$ cat config.mk
export PLATFORM = sky130hd
export DESIGN_NAME = usb_sym_tracker
export DESIGN_NICKNAME = d
export VERILOG_FILES = /design/src/rtl/usb_trk_pkg.sv /design/src/rtl/usb_line_sym_decode.sv /design/src/rtl/usb_bit_clock_track.sv /design/src/rtl/usb_rx_sym_fsm.sv /design/src/rtl/usb_sym_tracker.sv
export SDC_FILE = /design/constraint.sdc
export NUM_CORES = 1
export LEC_CHECK = 0
export ABC_CLOCK_PERIOD_IN_PS = 14700
export BUFFER_PORTS_ARGS = -buffer_cell sky130_fd_sc_hd__buf_2
export CAP_MARGIN = 20
export CELL_PAD_IN_SITES_DETAIL_PLACEMENT = 0
export CELL_PAD_IN_SITES_GLOBAL_PLACEMENT = 1
export CORE_UTILIZATION = 35
export DETAILED_ROUTE_END_ITERATION = 7
export HOLD_SLACK_MARGIN = 0.08
export PLACE_DENSITY_LB_ADDON = 0.15
export SYNTH_ARGS = -nofsm -noshare
export SYNTH_HDL_FRONTEND = slang
export SYNTH_SLANG_ARGS = --single-unit
$ cat constraint.sdc
create_clock -name clk -period 14.7 [get_ports clk]
set_input_delay 1.47 -clock clk [delete_from_list [all_inputs] [get_ports clk]]
set_output_delay 1.47 -clock clk [all_outputs]
set_load 0.01 [all_outputs]
$ cat src/rtl/usb_trk_pkg.sv
package usb_trk_pkg;

    typedef enum logic [1:0] {
        SYM_SE0 = 2'd0,
        SYM_J   = 2'd1,
        SYM_K   = 2'd2,
        SYM_SE1 = 2'd3
    } line_sym_e;

    typedef enum logic [1:0] {
        ADJ_NONE  = 2'd0,
        ADJ_EARLY = 2'd1,
        ADJ_LATE  = 2'd2
    } adj_e;

    typedef enum logic [1:0] {
        ST_IDLE = 2'd0,
        ST_DATA = 2'd1,
        ST_EOPW = 2'd2
    } rx_state_e;

    typedef struct packed {
        logic sop;
        logic eop;
        logic valid;
        logic data;
    } rx_out_s;

    // Classify a line pair; low speed swaps which single-ended-high state is idle.
    function automatic line_sym_e classify_line(logic dp, logic dm, logic low_speed);
        line_sym_e s;
        case ({dp, dm})
            2'b00:   s = SYM_SE0;
            2'b11:   s = SYM_SE1;
            2'b10:   s = low_speed ? SYM_K : SYM_J;
            default: s = low_speed ? SYM_J : SYM_K;
        endcase
        return s;
    endfunction

    function automatic logic is_data_sym(line_sym_e s);
        return (s == SYM_J) || (s == SYM_K);
    endfunction

endpackage

$ cat src/rtl/usb_line_sym_decode.sv
module usb_line_sym_decode
    import usb_trk_pkg::*;
(
    input  logic      dp_i,
    input  logic      dm_i,
    input  logic      speed_low_i,
    output line_sym_e sym_o
);

    always_comb begin
        sym_o = classify_line(dp_i, dm_i, speed_low_i);
    end

endmodule

$ cat src/rtl/usb_bit_clock_track.sv
module usb_bit_clock_track
    import usb_trk_pkg::*;
#(
    parameter int PERIOD_W   = 24,
    parameter int FRAC_W     = 16,
    parameter int NOM_PERIOD = 1365333
) (
    input  logic clk,
    input  logic rst,
    input  logic active_i,
    input  logic sop_i,
    input  adj_e adj_i,
    output logic centre_o,
    output logic edge_o
);

    localparam int RW = PERIOD_W + 1;
    localparam logic [RW-1:0] ONE_X   = RW'(1) << FRAC_W;
    localparam logic [RW-1:0] NOM_X   = RW'(NOM_PERIOD);
    localparam logic [RW-1:0] SPAN_X  = (NOM_X >> 5) - (NOM_X >> 10);
    localparam logic [RW-1:0] P_MIN_X = NOM_X - SPAN_X;
    localparam logic [RW-1:0] P_MAX_X = NOM_X + SPAN_X;
    localparam logic [RW-1:0] SOP_X   = (NOM_X >> 1) + (ONE_X >> 1) - ONE_X;

    logic [PERIOD_W-1:0] period_q;
    logic [RW-1:0]       rel_q;

    logic [RW-1:0] per_ext, half_ext, step_p, p_raw, p_new, ph, rel_adv;

    always_comb begin
        per_ext  = {1'b0, period_q};
        half_ext = per_ext >> 1;
        // about one thousandth of the period
        step_p   = (per_ext >> 10) + (per_ext >> 16) + (per_ext >> 17);
        case (adj_i)
            ADJ_EARLY: p_raw = per_ext - step_p;
            ADJ_LATE:  p_raw = per_ext + step_p;
            default:   p_raw = per_ext;
        endcase
        if (p_raw < P_MIN_X)      p_new = P_MIN_X;
        else if (p_raw > P_MAX_X) p_new = P_MAX_X;
        else                      p_new = p_raw;
        // about one hundredth of the updated period
        ph = (p_new >> 7) + (p_new >> 9) + (p_new >> 12);
        rel_adv = rel_q + p_new - ONE_X;
        if (adj_i == ADJ_EARLY)     rel_adv = rel_adv - ph;
        else if (adj_i == ADJ_LATE) rel_adv = rel_adv + ph;
        centre_o = active_i && (rel_q < ONE_X);
        edge_o   = active_i && (rel_q >= half_ext) && (rel_q < half_ext + ONE_X);
    end

    always_ff @(posedge clk) begin
        if (rst) begin
            period_q <= NOM_X[PERIOD_W-1:0];
            rel_q    <= '0;
        end else if (!active_i) begin
            period_q <= NOM_X[PERIOD_W-1:0];
            rel_q    <= sop_i ? SOP_X : '0;
        end else if (centre_o) begin
            period_q <= p_new[PERIOD_W-1:0];
            rel_q    <= rel_adv;
        end else begin
            rel_q    <= rel_q - ONE_X;
        end
    end

    assert_period_range_R7: assert property (@(posedge clk) disable iff (rst)
        ({1'b0, period_q} >= P_MIN_X) && ({1'b0, period_q} <= P_MAX_X));

    assert_hold_without_adjust_R5: assert property (@(posedge clk) disable iff (rst)
        (active_i && centre_o && adj_i == ADJ_NONE) |=> (period_q == $past(period_q)));

    assert_early_shrinks_R5: assert property (@(posedge clk) disable iff (rst)
        (active_i && centre_o && adj_i == ADJ_EARLY && {1'b0, period_q} > P_MIN_X)
        |=> (period_q < $past(period_q)));

    assert_late_grows_R5: assert property (@(posedge clk) disable iff (rst)
        (active_i && centre_o && adj_i == ADJ_LATE && {1'b0, period_q} < P_MAX_X)
        |=> (period_q > $past(period_q)));

    assert_idle_nominal_R8: assert property (@(posedge clk) disable iff (rst)
        (!active_i && !$past(active_i)) |-> ({1'b0, period_q} == NOM_X));

endmodule

$ cat src/rtl/usb_rx_sym_fsm.sv
module usb_rx_sym_fsm
    import usb_trk_pkg::*;
(
    input  logic      clk,
    input  logic      rst,
    input  line_sym_e sym_i,
    input  logic      centre_i,
    input  logic      edge_i,
    output logic      active_o,
    output logic      sop_now_o,
    output adj_e      adj_o,
    output logic      bit_o,
    output logic      bit_valid_o,
    output logic      sop_o,
    output logic      eop_o
);

    rx_state_e state_q, state_d;
    line_sym_e prev_q, prev_d;
    line_sym_e edge_q, edge_d;
    rx_out_s   out_q, out_d;

    always_comb begin
        active_o  = (state_q != ST_IDLE);
        sop_now_o = (state_q == ST_IDLE) && (prev_q == SYM_J) && (sym_i == SYM_K);
        adj_o     = ADJ_NONE;
        state_d   = state_q;
        prev_d    = prev_q;
        edge_d    = edge_q;
        out_d     = '0;
        case (state_q)
            ST_IDLE: begin
                if (sop_now_o) begin
                    state_d   = ST_DATA;
                    edge_d    = SYM_K;
                    out_d.sop = 1'b1;
                end else begin
                    prev_d    = sym_i;
                end
            end
            ST_DATA: begin
                if (edge_i) edge_d = sym_i;
                if (centre_i) begin
                    prev_d = sym_i;
                    if (is_data_sym(sym_i)) begin
                        out_d.valid = 1'b1;
                        out_d.data  = (sym_i == prev_q);
                        if ((sym_i != prev_q) && is_data_sym(edge_q))
                            adj_o = (edge_q == sym_i) ? ADJ_EARLY : ADJ_LATE;
                    end else if (sym_i == SYM_SE0) begin
                        state_d = ST_EOPW;
                    end else begin
                        state_d = ST_IDLE;
                    end
                end
            end
            default: begin
                if (centre_i) begin
                    prev_d = sym_i;
                    if (sym_i == SYM_J) begin
                        out_d.eop = 1'b1;
                        state_d   = ST_IDLE;
                    end else if (sym_i != SYM_SE0) begin
                        state_d   = ST_IDLE;
                    end
                end
            end
        endcase
    end

    always_ff @(posedge clk) begin
        if (rst) begin
            state_q <= ST_IDLE;
            prev_q  <= SYM_SE0;
            edge_q  <= SYM_SE0;
            out_q   <= '0;
        end else begin
            state_q <= state_d;
            prev_q  <= prev_d;
            edge_q  <= edge_d;
            out_q   <= out_d;
        end
    end

    assign bit_o       = out_q.data;
    assign bit_valid_o = out_q.valid;
    assign sop_o       = out_q.sop;
    assign eop_o       = out_q.eop;

    assert_pulses_exclusive_R2: assert property (@(posedge clk) disable iff (rst)
        $onehot0({out_q.sop, out_q.eop, out_q.valid}));

    assert_sop_enters_data_R2: assert property (@(posedge clk) disable iff (rst)
        out_q.sop |-> (state_q == ST_DATA));

    assert_eop_back_to_idle_R8: assert property (@(posedge clk) disable iff (rst)
        out_q.eop |-> (state_q == ST_IDLE && $past(state_q) == ST_EOPW));

    assert_no_adjust_outside_data_R5: assert property (@(posedge clk) disable iff (rst)
        (state_q != ST_DATA) |-> (adj_o == ADJ_NONE));

    assert_bits_only_in_data_R4: assert property (@(posedge clk) disable iff (rst)
        out_q.valid |-> ($past(state_q) == ST_DATA));

endmodule

$ cat src/rtl/usb_sym_tracker.sv
module usb_sym_tracker
    import usb_trk_pkg::*;
#(
    parameter int PERIOD_W   = 24,
    parameter int FRAC_W     = 16,
    parameter int NOM_PERIOD = 1365333
) (
    input  logic clk,
    input  logic rst,
    input  logic speed_low_i,
    input  logic dp_i,
    input  logic dm_i,
    output logic bit_o,
    output logic bit_valid_o,
    output logic sop_o,
    output logic eop_o
);

    line_sym_e sym;
    logic      active, sop_now, centre, edge_hit;
    adj_e      adj;

    usb_line_sym_decode u_decode (
        .dp_i        (dp_i),
        .dm_i        (dm_i),
        .speed_low_i (speed_low_i),
        .sym_o       (sym)
    );

    usb_bit_clock_track #(
        .PERIOD_W   (PERIOD_W),
        .FRAC_W     (FRAC_W),
        .NOM_PERIOD (NOM_PERIOD)
    ) u_track (
        .clk      (clk),
        .rst      (rst),
        .active_i (active),
        .sop_i    (sop_now),
        .adj_i    (adj),
        .centre_o (centre),
        .edge_o   (edge_hit)
    );

    usb_rx_sym_fsm u_fsm (
        .clk         (clk),
        .rst         (rst),
        .sym_i       (sym),
        .centre_i    (centre),
        .edge_i      (edge_hit),
        .active_o    (active),
        .sop_now_o   (sop_now),
        .adj_o       (adj),
        .bit_o       (bit_o),
        .bit_valid_o (bit_valid_o),
        .sop_o       (sop_o),
        .eop_o       (eop_o)
    );

endmodule

**Word level (Yosys, flattened, before mapping)**

Cells that the tools add are included.

- Bits in registers: 59
- Input port bits: 5
- Output and inout port bits: 4
- Logic and storage cells: 106

- $add $sub $neg: 12
- $lt $le $gt $ge: 5
- Eq/ne operators: 18
- Muxes and demuxes: 33
- Bitwise logic cells: 5
- Reductions and logical operators: 24

Operators by type and width:

| kind | number |
|---|---|
| $mux 25 | 6 |
| $add 25x25->25 | 2 |
| $pmux 25 s2 | 1 |
| $sub 25x17->25 const B | 2 |
| $mux 2 | 20 |
| $add 24x25->25 | 1 |
| $add 25x13->25 | 1 |
| $add 25x7->25 | 1 |
| $ge 25x23->1 | 1 |
| $gt 25x21->1 const B | 1 |
| $lt 25x17->1 const B | 1 |
| $lt 25x21->1 const B | 1 |
| $lt 25x25->1 | 1 |
| $sub 24x25->25 | 1 |
| $sub 25x25->25 | 1 |
| $add 23x17->24 const B | 1 |
| $mux 20 | 1 |
| $add 18x16->19 | 1 |
| $add 14x8->15 | 1 |
| $eq 2x1->1 const B | 5 |
| $eq 2x2->1 const B | 5 |
| $ne 2x2->1 const B | 5 |
| $pmux 2 s2 | 2 |
| $reduce_bool 2->1 | 4 |
| 15 further kinds | 31 |

**Longest topological paths before layout**

Gate-level depths: netlist of run 1.

- Depth in word-level cells: 20
- Mapped depth: 67
- Mapped depth without buffers: 63

**Hierarchy**

From an unflattened synthesis of run 1, not the netlist that was laid out.

- Cells, all modules: 1512
- Area, all modules: 11389.7 sq um

Modules (own cells, without submodules):

| module | times used | cells an instance | area an instance (sq um) | sequential area each (sq um) |
|---|---|---|---|---|
| usb_bit_clock_track | 1 | 1453 | 10821.6 | 980.9 |
| usb_rx_sym_fsm | 1 | 57 | 545.5 | 200.2 |
| usb_line_sym_decode | 1 | 2 | 22.5 | 0.0 |

**Worst setup path before layout of run 1**

No wires, ideal clock.

- Path type: input to register
- Start: input speed_low_i
- End: register u_track.rel_q[23]
- Setup time: 0.079 ns
- Arrival: 12.667 ns
- Data required time: 14.621 ns
- Path slack: 1.954 ns
- Cell stages on the path: 54
- Path buffers: 4
- Cells stage by stage: mux2i_1 > ha_1 > nand3_1 > or3_1 > or2_2 > inv_1 > ha_1 > clkbuf_1 > clkbuf_1 > buf_1 > nor2_1 > xnor2_1 > ha_1 > a211o_1 > a211o_1 > a211oi_2 > o31a_2 > or4b_1 > [... 18 more ...] > a21oi_1 > o21bai_1 > a21oi_1 > xnor2_1 > inv_1 > ha_1 > or3_1 > a211oi_1 > o41ai_1 > a221oi_1 > o21bai_1 > a221oi_1 > o21bai_1 > a211o_1 > nor3_1 > a31oi_1 > or4_1 > o211ai_1

- Word-level cells in the longest chain between the ends: 20
- Elaborated cells between the ends (all ways): 31
- Those cells by class: add/sub (6); order compare (2); eq/ne (6); mux (15); reduce/logical (2)

Ends and longest elaborated chain:

| item | line | text |
|---|---|---|
| start: declaration | usb_sym_tracker.sv:10 | `input logic speed_low_i,` |
| $mux 2 (on tied branches) | usb_trk_pkg.sv:36, usb_trk_pkg.sv:35 |  |
| $pmux 2 s3 (*) | usb_trk_pkg.sv:32 | `case ({dp, dm})` |
| $eq 2x2->1 / $ne 2x2->1 (equally long branches) | usb_rx_sym_fsm.sv:49, usb_rx_sym_fsm.sv:48 |  |
| $mux 2 / $logic_and 1x1->1 (equally long branches) | usb_rx_sym_fsm.sv:49, usb_rx_sym_fsm.sv:48 |  |
| $mux 2 | usb_rx_sym_fsm.sv:48 | `if ((sym_i != prev_q) && is_data_sym(edge_q))` |
| $mux 2 (*) | usb_rx_sym_fsm.sv:45 | `if (is_data_sym(sym_i)) begin` |
| $mux 2 (*) | usb_rx_sym_fsm.sv:43 | `if (centre_i) begin` |
| $mux 2 (*) | usb_rx_sym_fsm.sv:31 | `case (state_q)` |
| [... 5 more ...] | n/a |  |
| net u_track.p_new[9] | usb_bit_clock_track.sv:28 | `logic [RW-1:0] per_ext, half_ext, step_p, p_raw, p_new, ph, rel_adv;` |
| $add 25x25->25 / $add 18x16->19 (equally long branches) | usb_bit_clock_track.sv:45, usb_bit_clock_track.sv:44 |  |
| $sub 25x17->25 / $add 25x13->25 (equally long branches) | usb_bit_clock_track.sv:45, usb_bit_clock_track.sv:44 |  |
| $add 25x25->25 | usb_bit_clock_track.sv:47 | `else if (adj_i == ADJ_LATE) rel_adv = rel_adv + ph;` |
| $mux 25 | usb_bit_clock_track.sv:47 |  |
| $mux 25 (*) | usb_bit_clock_track.sv:46 | `if (adj_i == ADJ_EARLY) rel_adv = rel_adv - ph;` |
| $mux 25 (*) | usb_bit_clock_track.sv:59 | `end else if (centre_o) begin` |
| $mux 25 (*) | usb_bit_clock_track.sv:56 | `end else if (!active_i) begin` |
| end signal: assignment | usb_bit_clock_track.sv:58 | `rel_q <= sop_i ? SOP_X : '0;` |
| end signal: assignment | usb_bit_clock_track.sv:61 | `rel_q <= rel_adv;` |
| end signal: assignment | usb_bit_clock_track.sv:63 | `rel_q <= rel_q - ONE_X;` |
| end: declaration | usb_bit_clock_track.sv:26 | `logic [RW-1:0] rel_q;` |

The timed path passes the listed nets; every way through them passes the cells marked *.
A chain may end at the register's enable or synchronous reset.

**Worst setup path after layout of run 1**

Ends and elaborated chain as after synthesis.

==> impl_metrics.yaml, run 1 <==
clock_tree:
  cts_sinks: 59
  clock_path_buffers: 2
  holdBufCountCts: 0
  clkLatencyLatePin_ns: 0.35
  post_cts_resized: 0
  cts_buffers: 9
  clk_pin_slew_ns: 0.06
  cts_root_buf: "clkbuf_16"
  cts_tree: "built"
  postCtsSetupBuffers: 0
  htree_levels: 3
synthesis:
  synth_seq_area_share_pct: 10.0
  synth.avg_cell_area_um2: 7.46
  yosysWarnings: 0
  synth_flop_cell: "dfxtp_1"
  synth_most_common_cell: "ha_1"
  async_flop_share_pct: 0
  synth_commonest_cells: "ha_1, a21oi_1, nor2_1, inv_1, xnor2_1"
  yosysTopAreaCellShare_pct: 20.9
  ys_types: 87
  synth_top_area_cell: "ha_1"
  synth-seq-cells: 59
  synth.area.top_cells: "ha_1, dfxtp_1, xnor2_1"
  syn_inst: 1577
  syn_area_um2: 11800
  synth_enable_flop_cells: 0
sta:
  rsz0062_at_grt: "false"
  finalCriticalPeriod_ns: 13.80
  drv_slew: 0
  timing.fmax_mhz: 72.4
  finalClockSkew_ns: 0.0107
  finalSetupTns_ns: 0
  fin_crit_sh_pct: 93.9
  hold_viol: 0
  setup_viol: 0
  max_slew.worst_pin.slew_ns: 0.993
  relSlewSlack_pct: 33.4
critical_path:
  critPathMostFrequentCell: "a21oi_1"
  path_class: "input pin to register"
  worstPathArrival_ns: 14.08
  cp.required_ns: 14.97
  slowest_stage: "mux2i_1"
  path_max_fanout: 32
  worstSetupStartpoint: "speed_low_i"
  crit_path_end: "u_track.rel_q[23]"
  crit_path_max_incr_delay_ns: 0.56
  ff2ff_setup_slack_ns: 1.06
  timing.rr.start: "u_track.period_q[11]"
  end_kind: "register"
  r2r_end: "u_track.rel_q[23]"
  r2r_cells: 57
  start_kind: "input pin"
global_route:
  antenna_found_initial: 1
  grt_pass1_vias: 10689
  grtUsageTotal_pct: 22.3
  grt_pass1_wl_um: 59300
  grt_max_degree: 40
  grt.overflow.total: 0
routing:
  drc: 0
  drt_pass1_iterations: 6
  routed_wl_um: 37900
  via_per_inst: 5.63
  vias: 11471
  drtAntennaViolNets: 0
  wl_per_cell_um: 18.6
  drtIter0Drc: 771
layout:
  area_delta_synth_final_pct: 7.84
  finish.utilization_pct: 38.7
  drive_above_1_share_pct: 5.95
  nets: 1801
power_and_ir_drop:
  irDropWorstVdd_v: 0.0000548
  p_sw_w: 0.000376
  seqPwrFrac_pct: 19.6
  power_density_nw_per_um2: 67.5
  p_clk_share_pct: 22.7
  p_int_w: 0.000481
  p_leak_nw: 5.60
  p_sw_share_pct: 43.9
  power_frac_comb_pct: 57.7
floorplanning:
  pin_count: 9
  start_util_pct: 35.9
  rows: 66
  core_um2: 32800
  die_area_um2: 34400
  die_width_um: 185
  chipHeight_um: 185
outcome:
  status: "finished clean"
place:
  gp_congestion: 0.889
  dp_hpwl_um: 31300
  io_buffers: 8
min_path:
  hold_class: "register to register"
run:
  maxCapViolations: 0
## metrics by stage
| stage | hold WS [ns] | power, W | cells | cell area [um2] | setup WS [ns] |
|---|---|---|---|---|---|
| 2_1_floorplan | 0.477 | 0.000562 | 1608 | 11900 | 1.95 |
| 3_3_place_gp | 0.517 | 0.000658 | 2023 | 12400 | 0.788 |
| 3_5_place_dp | 0.521 | 0.000656 | 2023 | 12400 | 0.742 |
| 4_1_cts | 0.529 | 0.000853 | 2038 | 12700 | 1.01 |
| 5_1_grt | 0.561 | 0.000926 | 2038 | 12700 | 0.0230 |
| 6_report | 0.523 | 0.000857 | 2039 | 12700 | 0.897 |
## critical path, delay by kind of cell
family,cells,cell delay (ns)
AOI/OAI and AO/OA,26,5.40
and+or+nand+nor,13,3.84
buffers and inverters,6,0.76
xor gates and xnor gates,2,0.41
muxes,1,0.56
adders and majority gates,6,1.63
## power groups by stage
| stage | sequential, W | combinational (W) | clock (W) |
|---|---|---|---|
| 6_report | 0.000168 | 0.000494 | 0.000195 |
| 4_1_cts | 0.000168 | 0.000487 | 0.000199 |
| 3_5_place_dp | 0.000171 | 0.000484 | 0 |
| 2_1_floorplan | 0.000169 | 0.000393 | 0 |
| 5_1_grt | 0.000169 | 0.000554 | 0.000204 |
| 3_3_place_gp | 0.000171 | 0.000487 | 0 |
## per-layer routing
layer,part of all wire (%),vias to the layer above,global-route usage (%)
met5,0,-,0
met4,3.2,0,8.50
met3,2.9,45,1.73
met2,46,216,36.9
met1,48,5434,30.0
li1,-,5776,-
## placed cells by master (no fill, tap or decap), types with 7 or more instances in the layout
cell,instances
and2_1,17
a31oi_1,17
nand2b_1,30
and3_1,20
o211ai_1,18
a221oi_1,9
a311oi_1,7
or3_1,22
nand4_1,10
nor3_1,41
a211oi_1,44
nor2b_1,10
nand3_1,36
ha_1,196
inv_1,126
mux2i_1,11
a21o_1,37
a2111oi_0,7
xnor2_1,107
o21bai_1,26
buf_2,8
nor4_1,9
o21a_1,31
fa_1,7
o21ai_0,71
dfxtp_1,59
o31ai_1,11
xor2_1,33
buf_4,18
clkbuf_16,9
conb_1,33
a21oi_1,139
or2_2,15
nand2_1,85
nor2_1,133
o31a_1,14
a211o_1,11
## sequential cells by signal (all words and copies together) (netlist names)
name	cells
u_track.period_q	24
u_track.rel_q	25
u_fsm.bit_o	1
u_fsm.eop_o	1
u_fsm.sop_o	1
u_fsm.bit_valid_o	1
u_fsm.edge_q	2
u_fsm.prev_q	2
u_fsm.state_q	2
## cell families (layout without fill, tap and decap cells)
| logic type | Yosys count | count (layout) | share of synthesized area [%] |
|---|---|---|---|
| xor+xnor | 145 | 145 | 11.0 |
| buf+inv | 181 | 169 | 5.83 |
| fa+ha+maj | 204 | 204 | 22.1 |
| flops | 59 | 59 | 10.0 |
| mux | 15 | 15 | 1.34 |
| compound gates | 510 | 510 | 29.8 |
| simple gates | 461 | 461 | 19.8 |
| other cells | 2 | 34 | 0.0638 |
## layout make-up
cell class	instances	area [um2]
Antenna cell	1	2.50
Tap cell	442	553
Fill cell	3491	20100
Sequential cell	59	1180
Clock buffer	11	233
Inverter	128	480
Timing Repair Buffer	26	175
Clock inverter	4	28.8
Multi-Input combinational cell	1368	10000
## how the worst min path moves through the flow
stage | cells past startpoint | slack [ns] | start | endpoint
final | 2 | 0.52 | u_track.period_q[3] | u_track.period_q[3]
after CTS | 2 | 0.53 | u_fsm.prev_q[0] | u_fsm.prev_q[0]
after detailed placement | 2 | 0.52 | u_fsm.prev_q[0] | u_fsm.prev_q[0]
after floorplan | 2 | 0.48 | u_fsm.state_q[1] | u_fsm.eop_o
after global routing | 2 | 0.56 | u_track.rel_q[3] | u_track.rel_q[3]
after global placement | 2 | 0.52 | u_fsm.prev_q[0] | u_fsm.prev_q[0]
No activity file was read; power rests on OpenSTA's default activity.
==> run 2, diff against run 1 <==
CORE_MARGIN = 3   (was not set)
==> run 2 against run 1 <==
- critical path depth grew 3
- worst hold slack gained 0.012 ns
- fmax is essentially flat
- sequential share of layout area is essentially flat
- die area grew 4.4%
- total power grew 3.6%
- via count shrank 0.80%
- register-to-register slack lost 0.16 ns
- worst setup slack lost 0.0013 ns
- critical path type is now register to register
- clock skew shrank 0.0032 ns
- design area grew 0.24%
==> impl_metrics.yaml, run 2 (synthesis gave the netlist of run 1 again) <==
layout:
  drive_above_1_share_pct: 5.77
  largestRegisters: "u_track.rel_q (25), u_track.period_q (24)"
  area_delta_synth_final_pct: 8.09
  antennaDiodeCount: 0
  nets: 1799
  regArea_um2: 1180
  top_register: "u_track.rel_q"
  largest_register_ffs: 25
  final_cell_mix: "ha_1, a21oi_1, nor2_1"
  multi_input_area_um2: 10000
  design_area_um2: 12700
  fillers: 3543
  layout_commonest_cell: "ha_1"
clock_tree:
  cts_buffers: 9
  clkLatencyLatePin_ns: 0.35
  htree_levels: 3
  cts_root_buf: "clkbuf_16"
  cts_sinks: 59
  post_cts_resized: 0
  cts_tree: "built"
  clk_pin_slew_ns: 0.06
  clock_path_buffers: 2
  postCtsSetupBuffers: 0
  holdBufCountCts: 0
routing:
  drtAntennaViolNets: 0
  drtIter0Drc: 812
  wl_per_cell_um: 18.8
  drc: 0
  drt_pass1_iterations: 5
  routed_wl_um: 38200
  vias: 11379
  via_per_inst: 5.59
sta:
  timing.fmax_mhz: 72.4
  relSlewSlack_pct: 32.7
  setup_viol: 0
  finalSetupTns_ns: 0
  max_slew.worst_pin.slew_ns: 1.00
  hold_viol: 0
  finalCriticalPeriod_ns: 13.80
  drv_slew: 0
  rsz0062_at_grt: "false"
  setup_slack_ns: 0.895
  fin_crit_sh_pct: 93.9
  finalClockSkew_ns: 0.00746
critical_path:
  start_kind: "register"
  path_class: "register to register"
  slowest_stage: "xnor2_1"
  worstPathArrival_ns: 14.07
  timing.rr.start: "u_track.period_q[10]"
  r2r_cells: 57
  cp.required_ns: 14.97
  crit_path_max_incr_delay_ns: 0.50
  ff2ff_setup_slack_ns: 0.90
  critPathMostFrequentCell: "a21oi_1"
  r2r_end: "u_track.rel_q[23]"
  path_max_fanout: 11
  end_kind: "register"
min_path:
  min-delay-start: "u_fsm.edge_q[1]"
  hold_class: "register to register"
  holdPathStages: 2
  whs_endpoint: "u_fsm.edge_q[1]"
floorplanning:
  pin_count: 9
  die_width_um: 189
  rows: 66
  start_util_pct: 35.8
  chipHeight_um: 189
  core_um2: 32900
  die_area_um2: 35900
power_and_ir_drop:
  irDropWorstVdd_v: 0.0000525
  p_leak_nw: 5.62
  power_density_nw_per_um2: 69.8
place:
  dp_slack_ns: 0.770
  dp_hpwl_um: 31700
  place_area_um2: 12400
  io_buffers: 8
  gp_congestion: 0.909
outcome:
  status: "finished clean"
run:
  maxCapViolations: 0
global_route:
  grtUsageTotal_pct: 21.0
  antenna_found_initial: 0
  grt_pass1_wl_um: 60300
  grt_max_degree: 56
  grt.overflow.total: 0
  grt_pass1_vias: 10915
## run 2: worst max-delay path by stage
stage	start	endpoint
after floorplan	speed_low_i	u_track.rel_q[23]
after global placement	speed_low_i	u_track.rel_q[22]
after detailed placement	speed_low_i	u_track.rel_q[23]
after CTS	u_track.period_q[10]	u_track.rel_q[23]
after global routing	u_track.period_q[10]	u_track.rel_q[23]
final	u_track.period_q[10]	u_track.rel_q[23]
## run 2: metal layers
| layer | part of all wire [%] | global-route usage (%) |
|---|---|---|
| met5 | 0 | 0 |
| met4 | 3.6 | 7.88 |
| met3 | 3.0 | 1.91 |
| met2 | 46 | 34.8 |
| met1 | 48 | 28.4 |
## run 2: cell type report
| class | count | share of cell area [%] |
|---|---|---|
| Multi-Input combinational cell | 1368 | 78.9 |
| Tap cell | 442 | 4.35 |
| Inverter | 128 | 3.78 |
| Clock inverter | 5 | 0.610 |
| Timing Repair Buffer | 24 | 1.26 |
| Sequential cell | 59 | 9.28 |
| Clock buffer | 11 | 1.83 |
## run 2: critical path, delay by kind of cell (launching register included)
kind | cells | cell delay [ns]
AOI/OAI and AO/OA | 28 | 6.11
and+or+nand+nor | 14 | 3.57
DFF | 1 | 0.42
adders and majority gates | 7 | 2.23
xor gates and xnor gates | 4 | 1.08
buffers and inverters | 4 | 0.29
## run 2: power breakdown
part / total, W / switching, W / internal (W)
Combinational: 0.000493 / 0.000289 / 0.000205
Clock: 0.000227 / 0.0000790 / 0.000148
Sequential: 0.000168 / 0.00000465 / 0.000163
Total: 0.000888 / 0.000373 / 0.000516
## run 2: metrics by stage
stage          hold WS (ns)  utilization, %  power (W)  instances
4_1_cts               0.531            38.7   0.000888       2037
2_1_floorplan         0.477               -   0.000562       1608
5_1_grt               0.544            38.7   0.000966       2037
3_3_place_gp          0.523            37.7   0.000656       2021
3_5_place_dp          0.513            37.7   0.000655       2021
6_report              0.535            38.7   0.000888       2037
